File: config.mk
export PLATFORM = sky130hd
export DESIGN_NAME = rstc_top
export DESIGN_NICKNAME = d
export VERILOG_FILES = /design/src/rtl/rstc_pkg.sv /design/src/rtl/rstc_pin_filter.sv /design/src/rtl/rstc_stretch_fsm.sv /design/src/rtl/rstc_cause_reg.sv /design/src/rtl/rstc_top.sv
export SDC_FILE = /design/constraint.sdc
export NUM_CORES = 1
export LEC_CHECK = 0
export ABC_AREA = 1
export BUFFER_PORTS_ARGS = -buffer_cell sky130_fd_sc_hd__buf_2
export CAP_MARGIN = 40
export CORE_MARGIN = 10
export CORE_UTILIZATION = 30
export CTS_CLUSTER_SIZE = 8
export DETAILED_ROUTE_END_ITERATION = 12
export SYNTH_ARGS = -nofsm -noshare
export SYNTH_HDL_FRONTEND = slang
export SYNTH_SLANG_ARGS = --single-unit
File: constraint.sdc
create_clock -name clk -period 1.75 [get_ports clk]
set_clock_uncertainty 0.2 [all_clocks]
set_input_delay 0.0875 -clock clk [delete_from_list [all_inputs] [get_ports clk]]
set_output_delay 0.0875 -clock clk [all_outputs]
set_load 0.02 [all_outputs]
File: src/rtl/rstc_pkg.sv
package rstc_pkg;

    localparam int unsigned REG_W = 16;
    localparam int unsigned N_SRC = 7;

    localparam int unsigned B_PON   = 0;
    localparam int unsigned B_BRN   = 1;
    localparam int unsigned B_PIN   = 2;
    localparam int unsigned B_SWR   = 3;
    localparam int unsigned B_WDOG  = 4;
    localparam int unsigned B_TRAP  = 5;
    localparam int unsigned B_ILLOP = 6;

    localparam logic [REG_W-1:0] PON_VALUE = REG_W'(1) << B_PON;

    typedef enum logic [1:0] {
        ST_HOLD  = 2'd0,
        ST_DRAIN = 2'd1,
        ST_RUN   = 2'd2
    } rst_state_e;

endpackage

File: src/rtl/rstc_pin_filter.sv
module rstc_pin_filter #(
    parameter int unsigned FILT_LEN = 4
) (
    input  logic clk,
    input  logic arst,
    input  logic pin_n,
    output logic pin_hit
);
    localparam int unsigned CNT_W = $clog2(FILT_LEN + 1);
    localparam logic [CNT_W-1:0] CNT_TOP = CNT_W'(FILT_LEN);

    logic [1:0]       sync_q;
    logic [CNT_W-1:0] low_cnt;

    // two-flop synchronizer, idles high (pin released)
    always_ff @(posedge clk or posedge arst) begin
        if (arst) begin
            sync_q <= 2'b11;
        end else begin
            sync_q <= {sync_q[0], pin_n};
        end
    end

    // consecutive-low counter, saturating at the acceptance length
    always_ff @(posedge clk or posedge arst) begin
        if (arst) begin
            low_cnt <= '0;
        end else if (sync_q[1]) begin
            low_cnt <= '0;
        end else if (low_cnt != CNT_TOP) begin
            low_cnt <= low_cnt + 1'b1;
        end
    end

    assign pin_hit = (low_cnt == CNT_TOP);

endmodule

File: src/rtl/rstc_stretch_fsm.sv
module rstc_stretch_fsm
    import rstc_pkg::*;
#(
    parameter int unsigned STRETCH_LEN = 8
) (
    input  logic clk,
    input  logic arst,
    input  logic req_any,
    output logic busy
);
    localparam int unsigned CNT_W = $clog2(STRETCH_LEN + 1);
    localparam logic [CNT_W-1:0] CNT_LAST = CNT_W'(STRETCH_LEN - 1);

    rst_state_e       state_q;
    logic [CNT_W-1:0] cnt_q;

    // state register and drain counter
    always_ff @(posedge clk or posedge arst) begin
        if (arst) begin
            state_q <= ST_HOLD;
            cnt_q   <= '0;
        end else begin
            unique case (state_q)
                ST_HOLD: begin
                    cnt_q <= '0;
                    if (!req_any) begin
                        state_q <= ST_DRAIN;   // HOLD->DRAIN
                    end
                end
                ST_DRAIN: begin
                    if (req_any) begin
                        state_q <= ST_HOLD;    // DRAIN->HOLD
                        cnt_q   <= '0;
                    end else if (cnt_q == CNT_LAST) begin
                        state_q <= ST_RUN;     // DRAIN->RUN
                        cnt_q   <= '0;
                    end else begin
                        cnt_q <= cnt_q + 1'b1;
                    end
                end
                ST_RUN: begin
                    cnt_q <= '0;
                    if (req_any) begin
                        state_q <= ST_HOLD;    // RUN->HOLD
                    end
                end
                default: begin
                    state_q <= ST_HOLD;
                    cnt_q   <= '0;
                end
            endcase
        end
    end

    // output decode
    always_comb begin
        unique case (state_q)
            ST_HOLD:  busy = 1'b1;
            ST_DRAIN: busy = 1'b1;
            ST_RUN:   busy = 1'b0;
            default:  busy = 1'b1;
        endcase
    end

endmodule

File: src/rtl/rstc_cause_reg.sv
module rstc_cause_reg
    import rstc_pkg::*;
(
    input  logic             clk,
    input  logic             arst,
    input  logic [N_SRC-1:0] hw_set,
    input  logic             we_ok,
    input  logic [REG_W-1:0] wdata,
    output logic [REG_W-1:0] cause
);
    logic [REG_W-1:0] nxt;

    for (genvar b = 0; b < REG_W; b++) begin : g_bit
        if (b < N_SRC) begin : g_flag
            // sticky flag: hardware set has priority over a software value
            assign nxt[b] = hw_set[b] | (we_ok ? wdata[b] : cause[b]);
        end else begin : g_plain
            assign nxt[b] = we_ok ? wdata[b] : cause[b];
        end
    end

    always_ff @(posedge clk or posedge arst) begin
        if (arst) begin
            cause <= PON_VALUE;
        end else begin
            cause <= nxt;
        end
    end

endmodule

File: src/rtl/rstc_top.sv
module rstc_top
    import rstc_pkg::*;
#(
    parameter int unsigned FILT_LEN    = 4,
    parameter int unsigned STRETCH_LEN = 8
) (
    input  logic        clk,
    input  logic        por_req,
    input  logic        brn_req,
    input  logic        mclr_pin_n,
    input  logic        swr_req,
    input  logic        wdog_req,
    input  logic        trap_req,
    input  logic        illop_req,
    input  logic        reg_we,
    input  logic [15:0] reg_wdata,
    output logic        sys_rst,
    output logic [15:0] reg_rdata
);
    logic             pin_hit;
    logic             busy;
    logic             req_any;
    logic             we_ok;
    logic [N_SRC-1:0] hw_set;

    rstc_pin_filter #(.FILT_LEN(FILT_LEN)) u_filt (
        .clk     (clk),
        .arst    (por_req),
        .pin_n   (mclr_pin_n),
        .pin_hit (pin_hit)
    );

    always_comb begin
        hw_set          = '0;
        hw_set[B_BRN]   = brn_req;
        hw_set[B_PIN]   = pin_hit;
        hw_set[B_SWR]   = swr_req;
        hw_set[B_WDOG]  = wdog_req;
        hw_set[B_TRAP]  = trap_req;
        hw_set[B_ILLOP] = illop_req;
    end

    assign req_any = |hw_set;

    rstc_stretch_fsm #(.STRETCH_LEN(STRETCH_LEN)) u_fsm (
        .clk     (clk),
        .arst    (por_req),
        .req_any (req_any),
        .busy    (busy)
    );

    assign sys_rst = por_req | req_any | busy;
    assign we_ok   = reg_we & ~sys_rst;

    rstc_cause_reg u_cause (
        .clk    (clk),
        .arst   (por_req),
        .hw_set (hw_set),
        .we_ok  (we_ok),
        .wdata  (reg_wdata),
        .cause  (reg_rdata)
    );

endmodule

==> metrics, run 1 <==
residual DRC count 0; number of buffers on the longest clock path 2; Post-Route WL 3.25 mm; final setup slack of the worst path 0.0202 ns; P per Cell Area 684 mW/mm²; area added between synthesis and finish 53.8%; Finish-stage setup viols 0; Cell Count Post-Placement 217; required time of the critical path 1.46 ns; average wire per cell in the routed design 12.8 µm; clock tree from TritonCTS done; fraction of the yosys area taken by sequential cells 53.9%; detailed-route via count 1,092; critical path endpoint category output port; synthesized netlist net count 155; final count of hold timing violations 0; critical path fanouts, max 3; final estimated routing congestion in global placement 0.690; RSZ-0062 raised after global routing yes; post-route non-filler standard cell count 255; 1st-pass router iterations 3; final period demand of the worst path 1.73 ns; Synth warnings 0; Setup WS pre-CTS -0.0877 ns; Avg Vias per Cell 4.28; Root Driver clkbuf_8; met2 demand-to-capacity share in global routing 11.9%; Post-Syn Area 0.00126 mm²; instance count along the most critical hold path 0; VDD IR-drop max 0.329 mV; number of buffers created by CTS 3; capture point of the worst reg-to-reg path u_cause.cause[5]; depth of the most critical reg-to-reg path 9; worst setup path class register to output port; status finished clean; Static Leak 0.000985 µW; maximum number of pins on one net before global-route repair 28; measured slew at the worst slew-check pin 0.340 ns; relative max-transition margin 77.3%; Fillers 398; met1 demand-to-capacity share in global routing 11.3%; die height 84.8 µm; maxcap violations 0; total track usage 8.42%; Synth Area per Inst 9.92 µm²; synthesized flop and latch total 27; Worst setup SP type register; layout cell share with drive strength beyond 1 41.0%; starting density of the core 31.3%; Max Slew Vio Count 0; CTS H-Tree Depth 1; chip width 84.8 µm; clock slew at reported path FFs 0.09 ns; count of pins on the block boundary 42; Final nets 234; TritonCTS Sinks 27; type of the worst min-delay path register to register; num rows 23; post-route setup TNS 0 ns; post-route worst hold slack 0.161 ns; initial antenna violation count 0; Reg-to-Reg Start u_filt.low_cnt[0]; number of distinct library cells after synthesis 21; final global-route overflow total 0; launch point of the worst path u_filt.low_cnt[0]; standard cell core area 0.00403 mm²; Critical Path AT 1.44 ns; Buffers on Ports 41; setup slack on the worst flop-to-flop path 0.06 ns; sum of net half-perimeters after detailed placement 2.18 mm; number of antenna-violating nets in the routed design 0; antenna diode count 0; fmax 578 MHz; global-route met3 utilization 4.06%; instance count of the mapped netlist 127; gr busiest metal met2; floorplan die area 0.00719 mm²; Starting DRT DRC Count 44; final worst path period share 98.8%; global-route wire length before repair 5.10 mm; worst setup path endpoint sys_rst; Finished Core Util 48.1%; vias in the first global route 1,112; clock insertion delay at the later pin of the skew report 0.27 ns
[area by class of cell]
class	count	area, µm²	share of cell area, %
Clock buffer	3	41.3	2.13
Clock inverter	1	5.00	0.258
Timing Repair Buffer	77	561	28.9
Sequential cell	27	679	35.1
Tap cell	50	62.6	3.23
Multi-Input combinational cell	75	504	26.0
Inverter	22	85.1	4.39
[per-layer routing]
metal | part of all wire, % | vias up
met3 | 8.5 | 2
met2 | 42 | 36
met1 | 49 | 492
met4 | 0.58 | 0
li1 | - | 562
met5 | 0 | -
[flip-flops by register name, indices dropped and copies added, names as in the netlist]
name	flops
u_cause.cause	16
u_fsm.cnt_q	4
u_filt.low_cnt	3
u_filt.sync_q	2
u_fsm.state_q	2
[cells in the final DEF, fill, tap and decap left out, types with 3 or more instances in the layout]
cell,netlist,routed
nand2_4,0,3
inv_1,21,19
nand3_1,10,10
nand4_1,6,6
buf_4,0,9
nand2_1,20,19
clkbuf_8,0,3
dfrtp_1,24,24
dfstp_2,3,3
nor2_1,6,6
buf_2,0,40
dlygate4sd3_1,0,25
o21ai_0,4,4
nor2_4,3,3
o21ai_2,10,10
[worst min path at each step]
stage	startpoint	endpoint	slack (ns)
global placement	mclr_pin_n	u_filt.sync_q[0]	-0.006
global route	u_filt.sync_q[0]	u_filt.sync_q[1]	0.17
floorplan	mclr_pin_n	u_filt.sync_q[0]	-0.11
finish	u_filt.sync_q[0]	u_filt.sync_q[1]	0.16
detailed placement	por_req	u_fsm.state_q[1]	-0.005
CTS	brn_req	u_cause.cause[2]	0.08
[synthesized netlist by cell type]
cell type	count	share of area [%]
clkbuf_2	1	0.40
nand2_2	4	2.0
nor2_1	6	1.8
o21ai_0	4	1.6
xnor2_1	2	1.4
xor2_1	1	0.70
inv_4	1	0.50
o21ai_2	10	7.0
nor2_4	3	2.7
dfrtp_1	24	48
nand2_1	20	6.0
buf_6	3	2.7
nand3_1	10	4.0
or2_2	1	0.50
nor3_1	2	0.79
nand3_4	1	1.4
nand3b_1	1	0.60
ha_1	3	3.0
inv_1	21	6.3
dfstp_2	3	6.3
nand4_1	6	3.0
[metrics by stage]
stage	total power, µW	instance area, µm²
2_1_floorplan	777	1260
3_3_place_gp	828	1510
3_5_place_dp	828	1510
4_1_cts	1250	1850
5_1_grt	1400	1940
6_report	1330	1940
[critical path, cell delays in order (launching register included)]
cell	delay (ns)
dfrtp_1	0.38
inv_2	0.06
ha_4	0.16
nand2_4	0.07
nand2_4	0.05
nor2_4	0.16
buf_6	0.13
nand2_4	0.04
buf_6	0.12
[report_power, final]
group	internal, µW	switching [µW]	leakage [µW]
registers	652	22.0	0.000333
logic	176	130	0.000627
clock network	159	186	0.0000255
total	987	338	0.000985
[what timing repair did]
action | 4_1_cts | 5_1_grt
resized for setup | 5 | 7
endpoints found under the setup margin | 17 | 19
pin swaps | 5 | 4
cloned | 0 | 1
hold buffers | 25 | 0
hold endpoints to repair | 44 | 0
setup buffers | 3 | 5
[cells by family (layout without fill, tap and decap cells)]
| family | Yosys count | after routing | synth area share, % |
|---|---|---|---|
| simple gates | 54 | 55 | 22.6 |
| flops | 27 | 27 | 53.9 |
| buf+inv | 26 | 103 | 9.83 |
| compound gates | 14 | 14 | 8.54 |
| fa+ha+maj | 3 | 3 | 2.98 |
| xor+xnor | 3 | 3 | 2.09 |
No activity file was read; power rests on OpenSTA's default activity.
==> run 2, diff against run 1 <==
CORE_UTILIZATION = 42   (was 30)
PLACE_DENSITY = 0.68   (was default)
==> metrics, run 2 (synthesized netlist as in run 1, its figures left out) <==
status complete, but fails checks (was finished clean); violations in the final reports negative setup slack; number of antenna-violating nets in the routed design 0 (unchanged); largest registers u_cause.cause x16, u_fsm.cnt_q x4, u_filt.low_cnt x3 (unchanged); type of the worst min-delay path input pin to async pin (was register to register); Design Area, Final 0.00186 mm² (was 0.00194 mm²); Worst setup SP type register (unchanged); residual DRC count 0 (unchanged); average wire per cell in the routed design 14.1 µm (was 12.8 µm); P per Cell Area 676 mW/mm² (was 684 mW/mm²); final count of hold timing violations 0 (unchanged); Avg Vias per Cell 4.76 (was 4.28); critical path fanouts, max 3 (unchanged); critical path endpoint category output port (unchanged); maximum number of pins on one net before global-route repair 28 (unchanged); Max Slew Vio Count 0 (unchanged); initial antenna violation count 0 (unchanged); Finish-stage setup viols 1 (was 0); capture point of the worst reg-to-reg path u_cause.cause[7] (was u_cause.cause[5]); total track usage 12.0% (was 8.42%); commonest cells after routing, fill and taps aside 40 x buf_2, 24 x dlygate4sd3_1, 24 x dfrtp_1 (was 40 x buf_2, 25 x dlygate4sd3_1, 24 x dfrtp_1); final period demand of the worst path 1.79 ns (was 1.73 ns); Critical Path AT 1.51 ns (was 1.44 ns); Root Driver clkbuf_4 (was clkbuf_8); launch point of the worst path u_filt.low_cnt[0] (unchanged); total power 1260 µW (was 1330 µW); final global-route overflow total 0 (unchanged); post-route setup TNS -0.0435 ns (was 0 ns); clock slew at reported path FFs 0.14 ns (was 0.09 ns); die height 74.8 µm (was 84.8 µm); clock insertion delay at the later pin of the skew report 0.33 ns (was 0.27 ns); Biggest register u_cause.cause (unchanged); final setup slack of the worst path -0.0435 ns (was 0.0202 ns); Setup WS pre-CTS -0.0262 ns (was -0.0877 ns); CTS H-Tree Depth 1 (unchanged); Post-Route WL 3.30 mm (was 3.25 mm); cell repeated most along the worst path nand2_4 (unchanged); antenna diode count 0 (unchanged); worst setup path class register to output port (unchanged); Final nets 232 (was 234); Reg-to-Reg Start u_filt.low_cnt[0] (unchanged); sum of net half-perimeters after detailed placement 2.04 mm (was 2.18 mm); number of buffers on the longest clock path 2 (unchanged); critical path's slowest cell dfrtp_1 (unchanged); fmax 558 MHz (was 578 MHz); num rows 19 (was 23); most common cell after layout, fill and taps aside buf_2 (unchanged); final estimated routing congestion in global placement 0.746 (was 0.690); Starting DRT DRC Count 23 (was 44); standard cell core area 0.00281 mm² (was 0.00403 mm²); maxcap violations 0 (unchanged); Buffers on Ports 41 (unchanged); clock tree from TritonCTS done (unchanged); chip width 74.8 µm (was 84.8 µm); detailed-route via count 1,115 (was 1,092); max incr delay on CP 0.39 ns (was 0.38 ns); starting density of the core 44.9% (was 31.3%); required time of the critical path 1.46 ns (about the same); count of pins on the block boundary 42 (unchanged); layout cell share with drive strength beyond 1 40.9% (was 41.0%); global-route wire length before repair 5.31 mm (was 5.10 mm); 1st-pass router iterations 4 (was 3); depth of the most critical reg-to-reg path 8 (was 9); setup slack on the worst flop-to-flop path 0.01 ns (was 0.06 ns); series of cell instances along the critical path inv_2, ha_4, nand2_4, nand2_4, nor2_4, buf_6, nand2_4, buf_6 (unchanged); post-place instance area 0.00149 mm² (was 0.00151 mm²); relative max-transition margin 75.0% (was 77.3%); area added between synthesis and finish 47.5% (was 53.8%); measured slew at the worst slew-check pin 0.375 ns (was 0.340 ns); vias in the first global route 1,142 (was 1,112); RSZ-0062 raised after global routing yes (unchanged); VDD IR-drop max 0.665 mV (was 0.329 mV); TritonCTS Sinks 27 (unchanged); flip-flop count of the largest register, all copies and words added 16 (unchanged); Static Leak 0.000965 µW (was 0.000985 µW); floorplan die area 0.00559 mm² (was 0.00719 mm²); family of cells with the greatest summed delay on the critical path flip-flops (unchanged); number of buffers created by CTS 3 (unchanged); buffers plus inverters on the worst setup path 3 (unchanged); final worst path period share 102% (was 98.8%)
[run 2: cell count changes in the layout (fill, tap and decap cells not counted), sizes merged]
cell | before | now
dlygate4sd3 | 25 | 24
buf | 52 | 51
[run 2: timing repair]
item                       4_1_cts  5_1_grt
pin swaps                        3        2
cloned                           0        1
hold buffers                    24        0
setup endpoints to repair       16       17
buffers inserted                 4        3
hold endpoints to repair        44        0
gates resized for setup          8        3
[run 2: stage by stage]
stage | std cells | hold slack (ns) | utilization (%)
after global placement | 198 | -0.00543 | 53.0
final | 234 | 0.166 | 66.2
after CTS | 230 | 0.167 | 64.5
after global routing | 234 | 0.170 | 66.2
after floorplan | 127 | -0.108 | -
after detailed placement | 198 | -0.00568 | 53.0
[run 2: cell type report]
class                   instances  area (µm²)
fillers                       228         947
flip-flops and latches         27         679
repair buffers                 75         531
multi-input cells              75         497
inverters                      22        85.1
well taps                      31        38.8
clock buffers                   3        22.5
clock inverters                 1        5.00
[run 2: metal layers]
layer  wire, µm  share of wire, %  track usage [%]
met5          0                 0                0
met2       1500                45             18.5
met3        375                11             5.26
met4         29              0.88             4.41
met1       1400                42             14.5
[run 2: worst max-delay path by stage]
stage / endpoint / slack (ns) / cells after the start
floorplan: u_cause.cause[10] / 0.17 / 9
global placement: u_cause.cause[10] / 0.04 / 8
detailed placement: u_cause.cause[8] / -0.03 / 8
CTS: sys_rst / -0.005 / 8
global route: sys_rst / -0.12 / 8
finish: sys_rst / -0.04 / 8
[run 2: power by group]
part / total (µW) / internal, µW / switching, µW / leakage [µW]
combinational: 309 / 177 / 132 / 0.000614
sequential: 677 / 653 / 24.0 / 0.000333
clock: 270 / 86.0 / 184 / 0.0000177
[run 2: worst reg2reg max path: cells and delay by family, from the launching register on]
| kind | cells | cell delay [ns] |
|---|---|---|
| buf+inv | 1 | 0.07 |
| simple gates | 5 | 0.76 |
| flops | 1 | 0.39 |
| fa+ha+maj | 1 | 0.17 |
| compound gates | 1 | 0.06 |
==> run 3, diff against run 2 <==
ABC_AREA = 0   (was 1)
PLACE_DENSITY = 0.7   (was 0.68)
REMOVE_ABC_BUFFERS = 1   (was default)
==> metrics, run 3 <==
1st-pass router iterations 4 (unchanged); instance count along the most critical hold path 3; average wire per cell in the routed design 16.9 µm (was 14.1 µm); status complete, but fails checks (unchanged); portion of synthesized cell area occupied by the leading cell type 50.7% (was 47.7%); standard cell core area 0.00273 mm² (was 0.00281 mm²); clock tree from TritonCTS done (unchanged); area added between synthesis and finish 58.7% (was 47.5%); total track usage 13.4% (was 12.0%); fraction of the yosys area taken by sequential cells 57.4% (was 53.9%); chip width 73.1 µm (was 74.8 µm); detailed-route via count 1,042 (was 1,115); critical path endpoint category register (was output port); Post-Syn Area 0.00118 mm² (was 0.00126 mm²); post-route non-filler standard cell count 208 (was 234); global-route wire length before repair 5.61 mm (was 5.31 mm); Biggest register u_cause.cause (unchanged); CTS H-Tree Depth 1 (unchanged); predominant post-synthesis flop cell dfrtp_1 (unchanged); starting density of the core 43.3% (was 44.9%); RSZ-0062 raised after global routing yes (unchanged); Post-Route WL 3.51 mm (was 3.30 mm); floorplan die area 0.00534 mm² (was 0.00559 mm²); flip-flop count of the largest register, all copies and words added 16 (unchanged); setup slack on the worst flop-to-flop path -0.08 ns (was 0.01 ns); cell with the most instances after synthesis dfrtp_1 (unchanged); Max Slew Vio Count 0 (unchanged); Final nets 205 (was 232); layout cell share with drive strength beyond 1 47.2% (was 40.9%); Worst setup SP type register (unchanged); maximum number of pins on one net before global-route repair 28 (unchanged); initial antenna violation count 1 (was 0); largest registers u_cause.cause x16, u_fsm.cnt_q x4, u_filt.low_cnt x3 (unchanged); endpoint of the worst hold-timing path u_cause.cause[13]; Buffers on Ports 41 (unchanged); count of pins on the block boundary 42 (unchanged); final period demand of the worst path 1.83 ns (was 1.79 ns); Critical Path AT 1.89 ns (was 1.51 ns); Post-synth top cells 24 x dfrtp_1, 13 x nor2_1, 6 x mux2_2, 6 x mux2i_1 (was 24 x dfrtp_1, 21 x inv_1, 20 x nand2_1); hold_sp reg_we; sum of net half-perimeters after detailed placement 2.11 mm (was 2.04 mm); number of buffers on the longest clock path 2 (unchanged); clock slew at reported path FFs 0.14 ns (about the same); Avg Vias per Cell 5.01 (was 4.76); critical path fanouts, max 6 (was 3); relative max-transition margin 68.7% (was 75.0%); measured slew at the worst slew-check pin 0.466 ns (was 0.375 ns); clock insertion delay at the later pin of the skew report 0.33 ns (about the same); residual DRC count 0 (unchanged); die height 73.1 µm (was 74.8 µm); post-route setup TNS -0.799 ns (was -0.0435 ns); fraction of registers with async set or reset after synthesis 100% (unchanged); Finish-stage setup viols 17 (was 1); most common cell after layout, fill and taps aside buf_2 (unchanged); num rows 19 (unchanged); VDD IR-drop max 0.818 mV (was 0.665 mV); largest cells by area after synthesis dfrtp_1 51%, dfstp_2 6.7%, mux2_2 5.7% (was dfrtp_1 48%, o21ai_2 7.0%, dfstp_2 6.3%); largest area contributor in the synthesized netlist dfrtp_1 (unchanged); required time of the critical path 1.81 ns (was 1.46 ns); Root Driver clkbuf_4 (unchanged); type of the worst min-delay path input pin to register (was input pin to async pin); fmax 546 MHz (was 558 MHz); count of flip-flops with a built-in enable after synthesis 0 (unchanged); synthesized flop and latch total 27 (unchanged); commonest cells after routing, fill and taps aside 40 x buf_2, 28 x dlygate4sd3_1, 24 x dfrtp_1 (was 40 x buf_2, 24 x dlygate4sd3_1, 24 x dfrtp_1); P per Cell Area 596 mW/mm² (was 676 mW/mm²); number of antenna-violating nets in the routed design 0 (unchanged); final estimated routing congestion in global placement 0.694 (was 0.746); number of buffers created by CTS 3 (unchanged); number of distinct library cells after synthesis 24 (was 21); capture point of the worst reg-to-reg path u_cause.cause[4] (was u_cause.cause[7]); violations in the final reports negative setup slack (unchanged); final global-route overflow total 0 (unchanged); Synth warnings 0 (unchanged); depth of the most critical reg-to-reg path 7 (was 8); maxcap violations 0 (unchanged); worst setup path class register to register (was register to output port); final count of hold timing violations 0 (unchanged); Reg-to-Reg Start u_filt.low_cnt[0] (unchanged); Cell Count Post-Placement 172 (was 198); Synth Area per Inst 12.9 µm² (was 9.92 µm²); final worst path period share 105% (was 102%); Starting DRT DRC Count 61 (was 23); Static Leak 0.000939 µW (was 0.000965 µW); TritonCTS Sinks 27 (unchanged); final setup slack of the worst path -0.0820 ns (was -0.0435 ns); vias in the first global route 1,134 (was 1,142); instance count of the mapped netlist 92 (was 127)
run 3: changes by cell type after synthesis, moves of 6 or more:
cell     before  now
inv_1        21    4
nand2_1      20    4
o21ai_2      10    0
nand3_1      10    3
nor2_1        6   13
mux2_2        0    6
mux2i_1       0    6
nand4_1       6    0
run 3: worst max path at each step:
stage	endpoint	slack, ns	cells after the start	start
finish	u_cause.cause[4]	-0.08	7	u_filt.low_cnt[0]
global route	u_cause.cause[3]	-0.18	7	u_filt.low_cnt[0]
CTS	sys_rst	-0.06	6	u_filt.low_cnt[1]
detailed placement	u_cause.cause[6]	-0.13	6	u_filt.low_cnt[0]
global placement	u_cause.cause[13]	-0.08	5	u_filt.low_cnt[0]
floorplan	u_cause.cause[10]	-0.24	5	u_filt.low_cnt[0]
run 3: cell families (layout without fill, tap and decap cells):
family	count (synthesis)	count (layout)	share of synthesized area, %
compound gates	6	6	4.02
xor+xnor	3	3	2.22
mux	16	16	15.9
buf+inv	5	88	2.22
fa+ha+maj	3	3	3.17
other cells	0	1	0
flops	27	27	57.4
simple gates	32	33	15.1
run 3: report_power, final:
part           total [µW]  switching [µW]  internal [µW]
Sequential            646            8.61            638
Combinational         202            86.8            115
Clock                 271             183           87.5
Total                1120             279            840
run 3: cell type report:
cell class | instances | area (µm²)
Antenna cell | 1 | 2.50
Clock inverter | 1 | 7.51
Tap cell | 31 | 38.8
Clock buffer | 3 | 22.5
Multi-Input combinational cell | 61 | 534
Timing Repair Buffer | 80 | 578
Fill cell | 193 | 856
Sequential cell | 27 | 679
Inverter | 4 | 15.0
run 3: metal layers:
metal,track usage (%),wire (µm),share of wire (%)
met5,0,0,0
met4,5.27,113,3.2
met3,4.63,171,4.9
met2,23.9,1940,55
met1,13.9,1290,37
run 3: critical path, stage by stage, from the launching register on:
cell and delay [ns]:
dfrtp_1 0.39, inv_2 0.05, ha_4 0.16, a211oi_4 0.21
buf_4 0.17, nand4_2 0.18, buf_4 0.23, mux2i_1 0.16
run 3: through the flow:
step | hold slack, ns | util (%) | worst slack [ns] | total power, µW | cell area, µm²
2_1_floorplan | -0.108 | - | -0.237 | 712 | 1170
3_3_place_gp | -0.0273 | 54.3 | -0.0829 | 778 | 1480
3_5_place_dp | -0.0186 | 54.3 | -0.134 | 783 | 1480
4_1_cts | 0.0368 | 67.6 | -0.0608 | 1110 | 1850
5_1_grt | 0.0563 | 68.7 | -0.178 | 1170 | 1880
6_report | 0.0513 | 68.7 | -0.0820 | 1120 | 1880
run 3: repair_timing:
action                     in CTS  in global routing
buffers inserted                1                  1
pin swaps                       2                  2
gates cloned                    1                  0
resized for setup               8                  5
setup endpoints to repair      20                 22
hold endpoints to repair       44                  0
hold buffers                   28                  0
